[src/rtl/dc_pkg.sv]
package dc_pkg;
    typedef enum logic [1:0] {
        ST_IDLE  = 2'd0,
        ST_CHAIN = 2'd1,
        ST_RESP  = 2'd2
    } ack_state_t;
endpackage

[src/rtl/dc_ack_fsm.sv]
module dc_ack_fsm
    import dc_pkg::*;
(
    input  logic clk,
    input  logic rst_n,
    input  logic iack_req,
    output logic chain_en,
    output logic resp_en
);
    ack_state_t state_q, state_d;

    // next-state logic
    always_comb begin
        state_d = state_q;
        unique case (state_q)
            ST_IDLE:  if (iack_req) state_d = ST_CHAIN;   // start
            ST_CHAIN: state_d = ST_RESP;                  // capture
            ST_RESP:  state_d = ST_IDLE;                  // finish
            default:  state_d = ST_IDLE;
        endcase
    end

    // state register
    always_ff @(posedge clk or negedge rst_n) begin
        if (!rst_n) state_q <= ST_IDLE;
        else        state_q <= state_d;
    end

    // outputs
    always_comb begin
        chain_en = 1'b0;
        resp_en  = 1'b0;
        unique case (state_q)
            ST_IDLE:  ;
            ST_CHAIN: chain_en = 1'b1;
            ST_RESP:  resp_en  = 1'b1;
            default:  ;
        endcase
    end


    resp_after_chain_chk: assert property (@(posedge clk) disable iff (!rst_n)
        (state_q == ST_RESP) |-> ($past(state_q) == ST_CHAIN));


    no_restart_busy_chk: assert property (@(posedge clk) disable iff (!rst_n)
        (state_q != ST_IDLE) |=> (state_q != ST_CHAIN));
endmodule

[src/rtl/dc_chain_link.sv]
module dc_chain_link (
    input  logic grant_in,
    input  logic pending,
    output logic grant_out,
    output logic take
);
    assign take      = grant_in & pending;
    assign grant_out = grant_in & ~pending;
endmodule

[src/rtl/dc_vec_regs.sv]
module dc_vec_regs #(
    parameter int NUM_DEV  = 4,
    parameter int VEC_W    = 8,
    parameter int VEC_BASE = 8'h40,
    localparam int IDX_W   = (NUM_DEV > 1) ? $clog2(NUM_DEV) : 1
) (
    input  logic               clk,
    input  logic               rst_n,
    input  logic               wr_en,
    input  logic [IDX_W-1:0]   wr_idx,
    input  logic [VEC_W-1:0]   wr_vec,
    input  logic [NUM_DEV-1:0] rd_sel,
    output logic [VEC_W-1:0]   rd_vec
);
    logic [VEC_W-1:0] vec_q [NUM_DEV];

    for (genvar i = 0; i < NUM_DEV; i++) begin : g_vreg
        always_ff @(posedge clk or negedge rst_n) begin
            if (!rst_n)
                vec_q[i] <= VEC_W'(VEC_BASE + i);
            else if (wr_en && (int'(wr_idx) == i))
                vec_q[i] <= wr_vec;
        end
    end

    always_comb begin
        rd_vec = '0;
        for (int i = 0; i < NUM_DEV; i++)
            if (rd_sel[i]) rd_vec = rd_vec | vec_q[i];
    end
endmodule

[src/rtl/daisy_iack_ctrl.sv]
module daisy_iack_ctrl #(
    parameter int NUM_DEV  = 4,
    parameter int VEC_W    = 8,
    parameter int VEC_BASE = 8'h40,
    parameter int SPUR_VEC = 8'h18,
    localparam int IDX_W   = (NUM_DEV > 1) ? $clog2(NUM_DEV) : 1
) (
    input  logic               clk,
    input  logic               rst_n,
    input  logic [NUM_DEV-1:0] dev_raise,
    input  logic               cfg_we,
    input  logic [IDX_W-1:0]   cfg_idx,
    input  logic [VEC_W-1:0]   cfg_vec,
    input  logic               iack_req,
    output logic               irq_out,
    output logic               vec_valid,
    output logic [VEC_W-1:0]   vec_out,
    output logic               vec_spurious,
    output logic [NUM_DEV-1:0] ack_grant
);
    logic               chain_en, resp_en;
    logic [NUM_DEV-1:0] pend_q, take, win_q;
    logic [NUM_DEV:0]   grant;
    logic [VEC_W-1:0]   rd_vec, vec_q;
    logic               spur_q;

    dc_ack_fsm u_fsm (
        .clk      (clk),
        .rst_n    (rst_n),
        .iack_req (iack_req),
        .chain_en (chain_en),
        .resp_en  (resp_en)
    );

    dc_vec_regs #(.NUM_DEV(NUM_DEV), .VEC_W(VEC_W), .VEC_BASE(VEC_BASE)) u_vregs (
        .clk    (clk),
        .rst_n  (rst_n),
        .wr_en  (cfg_we),
        .wr_idx (cfg_idx),
        .wr_vec (cfg_vec),
        .rd_sel (take),
        .rd_vec (rd_vec)
    );

    // grant token enters at device 0 (nearest the CPU)
    assign grant[0] = chain_en;
    for (genvar i = 0; i < NUM_DEV; i++) begin : g_link
        dc_chain_link u_link (
            .grant_in  (grant[i]),
            .pending   (pend_q[i]),
            .grant_out (grant[i+1]),
            .take      (take[i])
        );
    end

    // pending flags: a new raise wins over the clear of the winner
    always_ff @(posedge clk or negedge rst_n) begin
        if (!rst_n)       pend_q <= '0;
        else if (resp_en) pend_q <= (pend_q & ~win_q) | dev_raise;
        else              pend_q <= pend_q | dev_raise;
    end

    // capture winner and its vector at the end of CHAIN
    always_ff @(posedge clk or negedge rst_n) begin
        if (!rst_n) begin
            win_q  <= '0;
            vec_q  <= '0;
            spur_q <= 1'b0;
        end else if (chain_en) begin
            win_q  <= take;
            vec_q  <= (|take) ? rd_vec : VEC_W'(SPUR_VEC);
            spur_q <= ~(|take);
        end
    end

    assign irq_out      = |pend_q;
    assign vec_valid    = resp_en;
    assign vec_out      = resp_en ? vec_q : '0;
    assign vec_spurious = resp_en & spur_q;
    assign ack_grant    = resp_en ? win_q : '0;


    irq_rise_cause_chk: assert property (@(posedge clk) disable iff (!rst_n)
        $rose(irq_out) |-> ($past(dev_raise) != '0));


    grant_onehot_chk: assert property (@(posedge clk) disable iff (!rst_n)
        $onehot0(ack_grant));


    spurious_vec_chk: assert property (@(posedge clk) disable iff (!rst_n)
        vec_spurious |-> (vec_out == VEC_W'(SPUR_VEC) && ack_grant == '0));


    winner_cleared_chk: assert property (@(posedge clk) disable iff (!rst_n)
        (vec_valid && ((dev_raise & ack_grant) == '0))
            |=> ((pend_q & $past(ack_grant)) == '0));
endmodule

[config.mk]
export PLATFORM = sky130hd
export DESIGN_NAME = daisy_iack_ctrl
export DESIGN_NICKNAME = d
export VERILOG_FILES = /design/src/rtl/dc_pkg.sv /design/src/rtl/dc_ack_fsm.sv /design/src/rtl/dc_chain_link.sv /design/src/rtl/dc_vec_regs.sv /design/src/rtl/daisy_iack_ctrl.sv
export SDC_FILE = /design/constraint.sdc
export NUM_CORES = 1
export LEC_CHECK = 0
export BUFFER_PORTS_ARGS = -buffer_cell sky130_fd_sc_hd__buf_2
export CAP_MARGIN = 15
export CORE_UTILIZATION = 40
export DETAILED_ROUTE_END_ITERATION = 8
export GPL_TIMING_DRIVEN = 0
export HOLD_SLACK_MARGIN = 0.12
export PLACE_DENSITY = 0.67
export SYNTH_ARGS = -nofsm -noshare
export SYNTH_HDL_FRONTEND = slang
export SYNTH_SLANG_ARGS = --single-unit
[constraint.sdc]
create_clock -name clk -period 2 [get_ports clk]
set_clock_uncertainty 0.2 [all_clocks]
set_input_delay 0.1 -clock clk [delete_from_list [all_inputs] [get_ports clk]]
set_output_delay 0.1 -clock clk [all_outputs]
set_load 0.02 [all_outputs]
==> metrics.txt <==
CTS root buffer clkbuf_8; Slew headroom 0.637; pin count of the biggest net entering global routing between 50 and 60; design area 0.00282 mm^2; initial antenna violation count 0; yosys warns 0; Distinct cells, synth 29; mapped cell area between 0.002 and 0.0025 mm^2; final setup fails 0; io pins 33; cell taking the most area after synthesis dfrtp_1; die height 77.8 um; critical path class flop to output pin; period utilization 0.915; register bit total from synthesis just over 50; # diodes 0; Worst Setup SP u_fsm.state_q[0]$_DFFE_PN0P_; die area 0.00605 mm^2; synth-to-layout area growth 23.0%; Syn Nets 203; Setup crit end vec_out[0]; Clock Path Buffers 2; placed insts a little under 300; Area contributors post-synth dfrtp_1 (47%), mux2_2 (16%), dfstp_2 (9.2%); initial drt markers 144; CP endpoint kind output pin; status completed; CP max FO 14; hpwl dp roughly 3300 um; final non-filler cell total 314; crit path launch type flop; Fin Setup TNS 0 ns; later-pin clock latency in the skew report 0.30 ns; hold crit path type primary input to flop; Placement Cell Area about 0.0025 mm^2; r2r setup slk 0.38 ns; wire per inst 15.6 um; initial core utilization 0.417; WP data required 1.70 ns; Overflow after GRT 0; worst r2r src pend_q[0]$_DFF_PN0_; Buffers on Ports 32; clock slew at reported path FFs 0.09 ns; DRT Pass-1 Iters 4; Num CTS Buffers 5; DRC 0; Lkg Pwr roughly 1.3 nW; pwr dens approximately 900 mW/mm^2; CORE AREA 0.00551 mm^2; global-route wire length before repair 8290 um; Mapped Cells 185; Tot GR Track Use 0.180; Final ANT Viol Nets 0; Final min period 1.83 ns; Slew @ Worst Pin between 0.5 and 0.6 ns; routed wire length 4910 um; DR vias 1639; reg-to-reg critical path endpoint vec_q[5]$_DFFE_PN0N_; routability congestion estimate 0.754; register area share after synthesis 0.560; layout cells sized above 1 0.388; clock sink count 51; number of global-route vias before repair ~1700; row count 27; Slew Viols, Final 0; post-DR vias/cell 5.22; CTS HTree Levels 2; TritonCTS clock tree built; post-CTS setup buffers 0; Die X 77.8 um; nets 259; Max VDD drop 0.444 mV; Worst EP arrival 1.53 ns; post-synth top area share 0.469; maxcap violations 0; Reg2Reg Depth 4; fmax 547 MHz; Synth Area per Inst 12.4 um^2; Hold Vio Cnt, Final 0; RSZ-0062 raised after global routing false
metrics by stage:
stage / util / hold slack [ns] / power (mW) / setup WS [ns]
floorplan: - / -0.396 / 1.71 / 0.431
global placement: 0.462 / 0.0773 / 1.86 / 0.303
global route: 0.513 / 0.195 / 2.63 / 0.0673
detailed placement: 0.462 / 0.0811 / 1.88 / 0.281
CTS: 0.507 / 0.187 / 2.50 / 0.130
finish: 0.513 / 0.174 / 2.49 / 0.171
how the worst min path moves through the flow:
stage / startpoint / endpoint / depth (start not counted) / slack [ns]
6_report: cfg_we / u_vregs.vec_q[3]$_DFFE_PN0P_ / 3 / 0.17
5_1_grt: cfg_we / u_vregs.vec_q[31]$_DFFE_PN0P_ / 3 / 0.20
4_1_cts: cfg_we / u_vregs.vec_q[3]$_DFFE_PN0P_ / 3 / 0.19
3_5_place_dp: dev_raise[2] / pend_q[2]$_DFF_PN0_ / 2 / 0.08
3_3_place_gp: dev_raise[1] / pend_q[1]$_DFF_PN0_ / 2 / 0.08
2_1_floorplan: rst_n / pend_q[0]$_DFF_PN0_ / 0 / -0.40
report_power, final:
part           switching (mW)  leakage [nW]  internal, mW
clock                   0.331        0.0482         0.280
combinational           0.233         0.618         0.268
sequential              0.116         0.585          1.26
placed cells by master, fill, tap and decap left out, drive strengths merged:
master and instances:
o211ai 6, nor4b 1, dfstp 8, a22o 2, buf 40, clkbuf 8
and2 9, mux2 32, nor3b 2, a211oi 2, nand2 18, dfrtp 43
a21o 4, clkinv 1, or4 1, nand3b 4, dlygate4sd3 17, nor2 6
nand3 13, inv 5, nand2b 1, and2b 1, o32a 2, nor2b 7
a221oi 6, o21ai 3
state kept, by name, summed over array words and instances (netlist names):
register,cells
u_vregs.vec_q,32
vec_q,8
pend_q,4
win_q,4
u_fsm.state_q,2
spur_q,1
routing by layer:
layer | track usage | wire length (um)
met5 | 0 | 0
met2 | 0.295 | 2420
met3 | 0.0388 | 148
met4 | 0.0604 | 80
met1 | 0.237 | 2270
area by class of cell:
| type | instances | area (um^2) |
|---|---|---|
| well taps | 72 | 90.1 |
| multi-input cells | 120 | 930 |
| clock buffers | 7 | 86.3 |
| plain buffers | 8 | 57.6 |
| flip-flops and latches | 51 | 1290 |
| inverters | 5 | 18.8 |
| clock inverters | 1 | 5.00 |
| repair buffers | 50 | 350 |
| fillers | 509 | 2680 |
Yosys cell counts:
master    count
dfrtp_1      43
mux2_2       32
nand2_1      18
nand3_1      12
and2_1        9
dfstp_2       8
nor2b_1       7
a221oi_1      6
nor2_1        6
o211ai_1      6
inv_1         5
a21o_1        4
buf_2         4
buf_6         3
o21ai_0       3
a211oi_1      2
a22o_1        2
clkbuf_1      2
nand3b_1      2
nand3b_2      2
and2b_1       1
nand2b_1      1
nand3_2       1
nor3b_1       1
nor3b_4       1
nor4b_4       1
o32a_1        1
o32a_2        1
or4_4         1
what timing repair did:
item                       in CTS  in global routing
gates resized for setup         0                  0
hold endpoints to repair       80                 12
setup endpoints to repair       9                  0
hold buffers                   16                  1
cells by family after synthesis:
| family | after synthesis | synth area share |
|---|---|---|
| and+or+nand+nor | 63 | 0.162 |
| DFF | 51 | 0.560 |
| muxes | 32 | 0.157 |
| AOI/OAI and AO/OA | 25 | 0.0856 |
| buffers and inverters | 14 | 0.0349 |
critical path: stages, from the launching register on:
cell     delay, ns
dfrtp_1       0.41
and2b_1       0.45
and2_1        0.20
buf_2         0.16
(Power assumes the default switching activity.)
